==> config.mk <==
export PLATFORM = sky130hd
export DESIGN_NAME = compand_core
export DESIGN_NICKNAME = d
export VERILOG_FILES = /design/src/rtl/compand_pkg.sv /design/src/rtl/compand_mu_dec.sv /design/src/rtl/compand_a_dec.sv /design/src/rtl/compand_mu_enc.sv /design/src/rtl/compand_a_enc.sv /design/src/rtl/compand_core.sv
export SDC_FILE = /design/constraint.sdc
export NUM_CORES = 1
export LEC_CHECK = 0
export ABC_AREA = 1
export BUFFER_PORTS_ARGS = -buffer_cell sky130_fd_sc_hd__buf_2
export CAP_MARGIN = 25
export CORE_AREA = 2 2 110 112
export CTS_CLUSTER_DIAMETER = 200
export DETAILED_ROUTE_END_ITERATION = 8
export DIE_AREA = 0 0 112 114
export GPL_ROUTABILITY_DRIVEN = 0
export GPL_TIMING_DRIVEN = 0
export REMOVE_ABC_BUFFERS = 1
export SLEW_MARGIN = 25
export SYNTH_ARGS = -nofsm -noshare
export SYNTH_HDL_FRONTEND = slang
export SYNTH_HIERARCHICAL = 1
export SYNTH_SLANG_ARGS = --single-unit
==> constraint.sdc <==
create_clock -name clk -period 7.4 [get_ports clk]
set_clock_uncertainty 0.15 [all_clocks]
set_input_delay 1.11 -clock clk [delete_from_list [all_inputs] [get_ports clk]]
set_output_delay 1.11 -clock clk [all_outputs]
set_load 0.01 [all_outputs]
==> src/rtl/compand_pkg.sv <==
package compand_pkg;

    localparam int LOG_W  = 8;
    localparam int LIN_W  = 16;
    localparam int ADDR_W = 3;

    typedef enum logic {
        LAW_MU = 1'b0,
        LAW_A  = 1'b1
    } law_e;

    localparam logic [ADDR_W-1:0] ADR_MODE     = 3'd0;
    localparam logic [ADDR_W-1:0] ADR_CODE_IN  = 3'd1;
    localparam logic [ADDR_W-1:0] ADR_WORD_IN  = 3'd2;
    localparam logic [ADDR_W-1:0] ADR_CODE_OUT = 3'd3;
    localparam logic [ADDR_W-1:0] ADR_WORD_OUT = 3'd4;

endpackage

==> src/rtl/compand_mu_dec.sv <==
module compand_mu_dec
    import compand_pkg::*;
#(
    parameter int CODE_W = LOG_W,
    parameter int WORD_W = LIN_W
) (
    input  logic [CODE_W-1:0] code,
    output logic [WORD_W-1:0] word
);
    localparam int BIAS_16 = 132;

    logic [CODE_W-1:0] inv;
    logic [2:0]        seg;
    logic [3:0]        step;
    logic [7:0]        base;
    logic [14:0]       scaled;

    always_comb begin
        inv    = ~code;
        seg    = inv[6:4];
        step   = inv[3:0];
        base   = {1'b0, step, 3'b000} + 8'(BIAS_16);
        scaled = {7'b0, base} << seg;
        if (inv[7]) begin
            word = WORD_W'(BIAS_16) - {1'b0, scaled};
        end else begin
            word = {1'b0, scaled} - WORD_W'(BIAS_16);
        end
    end
endmodule

==> src/rtl/compand_a_dec.sv <==
module compand_a_dec
    import compand_pkg::*;
#(
    parameter int CODE_W = LOG_W,
    parameter int WORD_W = LIN_W
) (
    input  logic [CODE_W-1:0] code,
    output logic [WORD_W-1:0] word
);
    logic [CODE_W-1:0] flip;
    logic [2:0]        seg;
    logic [3:0]        step;
    logic [8:0]        base;
    logic [14:0]       scaled;

    always_comb begin
        flip = code ^ 8'h55;
        seg  = flip[6:4];
        step = flip[3:0];
        base = {1'b0, step, 4'b0000} + ((seg == 3'd0) ? 9'd8 : 9'd264);
        if (seg == 3'd0) begin
            scaled = {6'b0, base};
        end else begin
            scaled = {6'b0, base} << (seg - 3'd1);
        end
        if (flip[7]) begin
            word = {1'b0, scaled};
        end else begin
            word = WORD_W'(0) - {1'b0, scaled};
        end
    end
endmodule

==> src/rtl/compand_mu_enc.sv <==
module compand_mu_enc
    import compand_pkg::*;
#(
    parameter int CODE_W = LOG_W,
    parameter int WORD_W = LIN_W
) (
    input  logic [WORD_W-1:0] word,
    output logic [CODE_W-1:0] code
);
    localparam int CLIP = 8158;
    localparam int BIAS = 33;

    logic [13:0] s14;
    logic [14:0] ext;
    logic [14:0] mag;
    logic [12:0] biased;
    logic [12:0] shifted;
    logic [2:0]  seg;
    logic [6:0]  packed_code;

    always_comb begin
        s14 = word[WORD_W-1 -: 14];
        ext = {s14[13], s14};
        mag = s14[13] ? (15'd0 - ext) : ext;
        if (mag > 15'(CLIP)) begin
            biased = 13'(CLIP + BIAS);
        end else begin
            biased = mag[12:0] + 13'(BIAS);
        end
        seg = 3'd0;
        for (int i = 6; i <= 12; i++) begin
            if (biased[i]) begin
                seg = 3'(i - 5);
            end
        end
        shifted     = biased >> ({1'b0, seg} + 4'd1);
        packed_code = {seg, shifted[3:0]};
        if (s14[13]) begin
            code = {1'b0, packed_code ^ 7'h7F};
        end else begin
            code = ~{1'b0, packed_code};
        end
    end
endmodule

==> src/rtl/compand_a_enc.sv <==
module compand_a_enc
    import compand_pkg::*;
#(
    parameter int CODE_W = LOG_W,
    parameter int WORD_W = LIN_W
) (
    input  logic [WORD_W-1:0] word,
    output logic [CODE_W-1:0] code
);
    logic [12:0] s13;
    logic [11:0] mag;
    logic [11:0] shifted;
    logic [2:0]  seg;

    always_comb begin
        s13 = word[WORD_W-1 -: 13];
        mag = s13[12] ? ~s13[11:0] : s13[11:0];
        seg = 3'd0;
        for (int i = 5; i <= 11; i++) begin
            if (mag[i]) begin
                seg = 3'(i - 4);
            end
        end
        shifted = mag >> ((seg == 3'd0) ? 3'd1 : seg);
        code    = {1'b0, seg, shifted[3:0]} ^ (s13[12] ? 8'h55 : 8'hD5);
    end
endmodule

==> src/rtl/compand_core.sv <==
module compand_core
    import compand_pkg::*;
#(
    parameter int AW = ADDR_W,
    parameter int DW = LIN_W,
    parameter int CW = LOG_W
) (
    input  logic          clk,
    input  logic          rst_n,
    input  logic          wr_en,
    input  logic [AW-1:0] wr_addr,
    input  logic [DW-1:0] wr_data,
    input  logic [AW-1:0] rd_addr,
    output logic [DW-1:0] rd_data
);
    law_e          mode_q;
    logic [CW-1:0] code_in_q;
    logic [DW-1:0] word_in_q;

    logic [DW-1:0] mu_word, a_word, word_out;
    logic [CW-1:0] mu_code, a_code, code_out;

    always_ff @(posedge clk or negedge rst_n) begin
        if (!rst_n) begin
            mode_q    <= LAW_MU;
            code_in_q <= '0;
            word_in_q <= '0;
        end else if (wr_en) begin
            unique case (wr_addr)
                ADR_MODE:    mode_q    <= law_e'(wr_data[0]);
                ADR_CODE_IN: code_in_q <= wr_data[CW-1:0];
                ADR_WORD_IN: word_in_q <= wr_data;
                default:     ;
            endcase
        end
    end

    compand_mu_dec #(.CODE_W(CW), .WORD_W(DW)) u_mu_dec (.code(code_in_q), .word(mu_word));
    compand_a_dec  #(.CODE_W(CW), .WORD_W(DW)) u_a_dec  (.code(code_in_q), .word(a_word));
    compand_mu_enc #(.CODE_W(CW), .WORD_W(DW)) u_mu_enc (.word(word_in_q), .code(mu_code));
    compand_a_enc  #(.CODE_W(CW), .WORD_W(DW)) u_a_enc  (.word(word_in_q), .code(a_code));

    always_comb begin
        word_out = (mode_q == LAW_A) ? a_word : mu_word;
        code_out = (mode_q == LAW_A) ? a_code : mu_code;
    end

    always_comb begin
        unique case (rd_addr)
            ADR_MODE:     rd_data = {{(DW-1){1'b0}}, mode_q};
            ADR_CODE_IN:  rd_data = {{(DW-CW){1'b0}}, code_in_q};
            ADR_WORD_IN:  rd_data = word_in_q;
            ADR_CODE_OUT: rd_data = {{(DW-CW){1'b0}}, code_out};
            ADR_WORD_OUT: rd_data = word_out;
            default:      rd_data = '0;
        endcase
    end

    AST_MODE_UPPER_ZERO: assert property (@(posedge clk) disable iff (!rst_n)
        (rd_addr == ADR_MODE) |-> (rd_data[DW-1:1] == '0));

    AST_MU_LSB_ZERO: assert property (@(posedge clk) disable iff (!rst_n)
        (mode_q == LAW_MU) |-> (word_out[1:0] == 2'b00));

    AST_A_LSB_ZERO: assert property (@(posedge clk) disable iff (!rst_n)
        (mode_q == LAW_A) |-> (word_out[2:0] == 3'b000));

    AST_MU_ZERO_CODE: assert property (@(posedge clk) disable iff (!rst_n)
        (mode_q == LAW_MU && word_in_q[DW-1:2] == '0) |-> (code_out == 8'hFF));

    AST_A_ZERO_CODE: assert property (@(posedge clk) disable iff (!rst_n)
        (mode_q == LAW_A && word_in_q[DW-1:3] == '0) |-> (code_out == 8'hD5));

    AST_MU_POS_SATURATE: assert property (@(posedge clk) disable iff (!rst_n)
        (mode_q == LAW_MU && !word_in_q[DW-1] && word_in_q >= 16'h7F78) |-> (code_out == 8'h80));

    AST_OUT_WRITE_NO_EFFECT: assert property (@(posedge clk) disable iff (!rst_n)
        (wr_en && wr_addr > ADR_WORD_IN) |=>
        ($stable(mode_q) && $stable(code_in_q) && $stable(word_in_q)));
endmodule

==> run_results.csv, run 1 <==
group,metric,value,unit
outcome,status,"complete, no violations",
clock_network,cts_resized,0,
clock_network,cts_hold_buf,0,
layout,diodes,0,
floorplanning,initial_core_util,43.9,%
flow_run,drv_cap,0,
critical_path,path_max_fanout,38,
layout,layout.nets,992,
clock_network,cts_buffers,3,
clock_network,root_buffer,"clkbuf_16",
critical_path,cpMostUsedCell,"nand2_1",
pwr,p_total,1.58,mW
synth,synth.distinct_cells,43,
layout,area_growth,4.38,%
global_routing,antenna_found_initial,0,
critical_path,r2r_cells,2,
critical_path,critical_path.slowest_cell,"dfrtp_2",
global_routing,grt_pass1_wl,23600,um
pwr,power_frac_seq,16.7,%
route,vias,5552,
min_path,worstHoldPathType,"flop to flop",
global_routing,grt-ovfl-total,0,
min_path,hold_depth,2,
sta,max_slew_margin,41.9,%
clock_network,htreeDepth,1,
placement,io_buffers,40,
layout,drive_above_1_share,15.7,%
sta,hold_violations,0,
global_routing,grt_pass1_vias,4807,
synth,async_flop_share,100,%
layout,multi_input_area,3810,um^2
synth,ys_seq_area_share,12.2,%
clock_network,clk_pin_slew_worst_paths,60,ps
layout,regArea,628,um^2
sta,fmaxAchievable,0.188,GHz
floorplanning,dieArea,12800,um^2
sta,tns,0,ps
sta,rsz0062_at_grt,"false",
global_routing,grt_usage,22.1,%
sta,worstMarginPinSlew,872,ps
layout,fillerInstances,1340,
route,viasPerCell,5.04,
synth,synth_area,5140,um^2
clock_network,cts_buffer_depth,2,
route,wl_per_cell,12.8,um
route,drc,0,
pwr,power_frac_comb,75.8,%
pwr,p_clk_share,7.5,%
route,wirelength,14100,um
clock_network,cts_tree,"done",
floorplanning,row_count,40,
floorplanning,pin_count,41,
sta,fin_crit_sh,71.8,%
sta,finalSetupViolations,0,
floorplanning,die_height,114,um
synth,synthFlopType,"dfrtp_1",
route,firstDrtPassIters,5,
global_routing,grt_max_degree,39,
synth,synth_edf_count,0,
floorplanning,die_x,112,um
sta,period_minus_slack,5320,ps
pwr,p_leak,3.02,nW
critical_path,critPathRequiredTime,6140,ps
synth,ys_ff_latch,25,
critical_path,cp.arrival,4060,ps
placement,post-dp-hpwl,11000,um
floorplanning,core_area,11700,um^2
critical_path,path_class,"flop to output port",
critical_path,max_stage_delay,850,ps
pwr,p_int,0.645,mW
pwr,ir_drop,0.159,mV
sta,slew_viol_final,0,
clock_network,postCtsSetupBuffers,0,
route,ant_nets,0,
critical_path,cp-start-kind,"flop",
pwr,p_per_area,294,nW/um^2
pwr,swShare,59.2,%
synth,yosysWarnings,6,
clock_network,clkLatencyLatePin,260,ps
synth,synthCells,943,
synth,syn_avg_cell_area,5.45,um^2
pwr,p_sw,0.935,mW
route,drt-initial-drc-count,380,
clock_network,clock_sinks,25,
critical_path,cp-end-kind,"output port",
-- path summary, 6_finish.rpt --
kind | start | to | slack, ps
max | word_in_q[15] | rd_data[1] | 2080
min | word_in_q[1] | word_in_q[1] | 340
max reg2reg | code_in_q[4] | code_in_q[4] | 6020
min reg2reg | word_in_q[1] | word_in_q[1] | 340
max in group asynchronous | rst_n | word_in_q[15] | 6030
min in group asynchronous | rst_n | code_in_q[3] | 680
-- stage by stage --
| step | setup slack, ps | area [um^2] | std cells | util [%] | hold WS (ps) |
|---|---|---|---|---|---|
| 6_report | 2080 | 5370 | 1102 | 45.8 | 343 |
| 5_1_grt | 1600 | 5370 | 1102 | 45.8 | 403 |
| 4_1_cts | 2130 | 5360 | 1102 | 45.8 | 352 |
| 3_5_place_dp | 2420 | 5280 | 1098 | 45.1 | 333 |
| 3_3_place_gp | 1950 | 5280 | 1098 | 45.1 | 324 |
| 2_1_floorplan | 2780 | 4900 | 911 | - | 309 |
-- cells in the final DEF, fill, tap and decap left out, types with 16 or more instances in the layout --
cell | synthesis | layout
o21ai_0 | 33 | 33
dfrtp_1 | 25 | 23
buf_2 | 9 | 40
inv_1 | 102 | 102
nand2_1 | 400 | 400
nor2_1 | 44 | 44
nand4_1 | 23 | 23
nor2_2 | 16 | 16
nand2_2 | 29 | 29
nand3_1 | 112 | 112
-- state kept, by name, summed over array words and instances, names as in the netlist --
register   flops
code_in_q      8
mode_q         1
word_in_q     16
-- layout make-up --
cell class | count | area share, %
clock buffers | 3 | 1.40
well taps | 147 | 3.43
inverters | 120 | 8.61
clock inverters | 1 | 0.140
multi-input cells | 766 | 71.0
flip-flops and latches | 25 | 11.7
repair buffers | 40 | 3.73
-- critical path, delay by kind of cell (launching register included) --
kind,cells,cell delay [ps]
adders and majority gates,1,150
buffers and inverters,4,470
and+or+nand+nor,22,2240
DFF,1,850
AOI/OAI and AO/OA,1,90
-- power groups by stage --
stage | clock (mW) | combinational, mW | sequential, mW
global placement | 0 | 1.19 | 0.265
finish | 0.119 | 1.20 | 0.263
global route | 0.127 | 1.38 | 0.272
CTS | 0.121 | 1.19 | 0.263
detailed placement | 0 | 1.19 | 0.266
floorplan | 0 | 0.956 | 0.225
-- Yosys cell counts (2+ instances only) --
master    instances  share of area (%)
a21boi_0          2               0.29
a21oi_1           6               0.58
and2_1            2               0.24
buf_2             9               0.88
buf_4            11                1.6
buf_6             8                1.8
clkbuf_1          6               0.44
conb_1            2               0.15
dfrtp_1          25                 12
ha_1             11                2.7
inv_1           102                7.4
inv_2            13               0.95
inv_4             2               0.24
nand2_1         400                 29
nand2_2          29                3.5
nand2_4           6                1.3
nand3_1         112                 11
nand3_2          13                2.5
nand3b_1          3               0.44
nand4_1          23                2.8
nand4_2           3               0.73
nor2_1           44                3.2
nor2_2           16                1.9
nor2_4           12                2.6
nor3_1            2               0.19
o21ai_0          33                3.2
o21ai_1           8               0.78
o22ai_1           2               0.24
or2_2             2               0.24
xnor2_1          10                1.7
xor2_1           13                2.2
xor2_2            2               0.63
-- logic make-up after synthesis --
group	after synthesis	synth area share (%)
flip-flops	25	12.2
other	2	0.146
XOR/XNOR	25	4.55
AND/OR/NAND/NOR	669	60.4
buffers and inverters	155	13.9
AO/OA/AOI/OAI	56	6.06
adder cells (fa/ha/maj)	11	2.68
-- routing by layer --
| layer | vias to the layer above | wire [um] | track usage (%) |
|---|---|---|---|
| li1 | 2972 | - | - |
| met1 | 2441 | 7100 | 33.5 |
| met2 | 129 | 6250 | 35.7 |
| met3 | 10 | 664 | 1.33 |
| met4 | 0 | 102 | 2.76 |
| met5 | - | 0 | 0 |
Note: power is estimated with default switching activity, not from simulation.
==> run 2, diff against run 1 <==
==> constraint.sdc (replaced) <==
create_clock -name clk -period 5.2 [get_ports clk]
set_clock_uncertainty 0.15 [all_clocks]
set_input_delay 0.78 -clock clk [delete_from_list [all_inputs] [get_ports clk]]
set_output_delay 0.78 -clock clk [all_outputs]
set_load 0.01 [all_outputs]
==> run 2 against run 1 <==
Effect of this change: critical path depth shrank 3; sequential power rose by 40%; utilization up 0.32 points; non-clock buffer count grew 1; global-route usage unchanged; cell count hardly changed; combinational power grew 43%; clock power increased by 41%; power increased by 43%; hold slack is essentially flat; flip-flop and latch count unchanged.
==> run_results.csv, run 2 (synthesis results as in run 1) <==
group,metric,value,unit
outcome,status,"complete, no violations",
layout,drive_above_1_share,16.0,%
clock_network,cts_buffer_depth,2,
clock_network,htreeDepth,1,
sta,rsz0062_at_grt,"false",
pwr,ir_drop,0.226,mV
clock_network,cts_hold_buf,0,
global_routing,grt_pass1_vias,4807,
floorplanning,pin_count,41,
floorplanning,die_x,112,um
placement,io_buffers,40,
layout,largest_reg_flops,16,
layout,regMostFlops,"word_in_q",
layout,layout.nets,993,
critical_path,path_max_fanout,12,
clock_network,root_buffer,"clkbuf_16",
critical_path,critPathRequiredTime,4270,ps
layout,final_common_cell,"nand2_1",
route,wl_per_cell,12.9,um
placement,post-place-ws,550,ps
critical_path,cp.arrival,3860,ps
flow_run,drv_cap,0,
global_routing,grt_pass1_wl,23600,um
layout,multi_input_area,3820,um^2
layout,top_regs,"word_in_q (16), code_in_q (8), mode_q (1)",
placement,post-dp-hpwl,11000,um
sta,fin_crit_sh,92.1,%
floorplanning,core_area,11700,um^2
floorplanning,dieArea,12800,um^2
global_routing,grt_max_degree,39,
layout,final_cell_mix,"400 x nand2_1, 112 x nand3_1, 101 x inv_1",
route,drc,0,
pwr,p_per_area,418,nW/um^2
critical_path,path_class,"flop to output port",
route,firstDrtPassIters,5,
layout,regArea,631,um^2
clock_network,cts_buffers,3,
layout,final_cell_area,5400,um^2
floorplanning,row_count,40,
global_routing,grt-ovfl-total,0,
critical_path,cp-end-kind,"output port",
sta,slew_viol_final,0,
sta,finalWorstSetupSlack,409,ps
layout,diodes,0,
pwr,p_leak,3.03,nW
sta,finalSetupViolations,0,
global_routing,antenna_found_initial,0,
sta,fin_hold_ws,343,ps
clock_network,clock_sinks,25,
floorplanning,initial_core_util,43.9,%
critical_path,r2r_setup_slack,3810,ps
sta,period_minus_slack,4790,ps
layout,area_growth,5.11,%
global_routing,grt_usage,22.1,%
clock_network,clkLatencyLatePin,250,ps
route,viasPerCell,5.00,
layout,fillerInstances,1336,
sta,max_slew_margin,40.0,%
floorplanning,die_height,114,um
sta,worstMarginPinSlew,899,ps
route,wirelength,14200,um
route,drt-initial-drc-count,418,
min_path,worstHoldPathType,"flop to flop",
placement,place_area,5280,um^2
clock_network,clk_pin_slew_worst_paths,60,ps
route,ant_nets,0,
clock_network,cts_tree,"done",
sta,fmaxAchievable,0.209,GHz
critical_path,cp-start-kind,"flop",
sta,tns,0,ps
route,vias,5513,
sta,hold_violations,0,
==> run 2: critical path: stages, from the launching register on <==
cell,delay (ps)
dfrtp_1,460
inv_2,160
ha_1,220
inv_2,70
nor2_2,100
nand4_1,110
nand2_1,110
nand2_1,70
nand2_1,160
nand2_2,100
nor2_4,150
nand3_1,150
xor2_2,280
nor2_1,110
nand2_2,210
nand2_2,200
nand2_1,130
nand2_1,60
nand2_1,50
nand3_1,100
nand2_1,80
nand2_1,50
nand2_1,130
nand2_1,70
nand4_1,130
buf_2,140
==> run 2: path summary, 6_finish.rpt <==
| check | start | to | depth (start not counted) |
|---|---|---|---|
| worst max-delay path | word_in_q[2] | rd_data[1] | 25 |
| worst min-delay path | word_in_q[1] | word_in_q[1] | 2 |
| worst max register to register | code_in_q[4] | code_in_q[4] | 2 |
| worst min register to register | word_in_q[1] | word_in_q[1] | 2 |
| max in group asynchronous | rst_n | word_in_q[15] | 1 |
| min in group asynchronous | rst_n | code_in_q[3] | 1 |
==> run 2: final cells by class <==
cell class                      count  area share, %
Sequential cell                    25           11.7
Clock buffer                        3           1.39
Clock inverter                      1          0.139
Timing Repair Buffer               41           4.21
Multi-Input combinational cell    766           70.6
Inverter                          120           8.55
Tap cell                          147           3.40
==> run 2: metrics by stage <==
step | util, % | instances | power, mW
after floorplan | - | 911 | 1.68
after global placement | 45.1 | 1098 | 2.08
after detailed placement | 45.1 | 1098 | 2.07
after CTS | 45.8 | 1102 | 2.24
after global routing | 46.1 | 1103 | 2.55
final | 46.1 | 1103 | 2.26
==> run 2: what timing repair did <==
action | 4_1_cts | 5_1_grt
buffers inserted | 0 | 1
gates resized for setup | 0 | 3
hold endpoints to repair | 0 | 0
endpoints found under the setup margin | 0 | 4
==> run 2: routing by layer <==
layer	routed length, um	part of all wire (%)	GRT usage (%)
met5	0	0	0
met4	82	0.58	2.76
met3	668	4.7	1.33
met2	6230	44	35.7
met1	7200	51	33.5
==> run 2: report_power, final <==
group          internal, mW  total [mW]  switching, mW
clock                 0.104       0.168         0.0639
sequential            0.230       0.368          0.137
combinational         0.592        1.72           1.13
total                 0.927        2.26           1.33
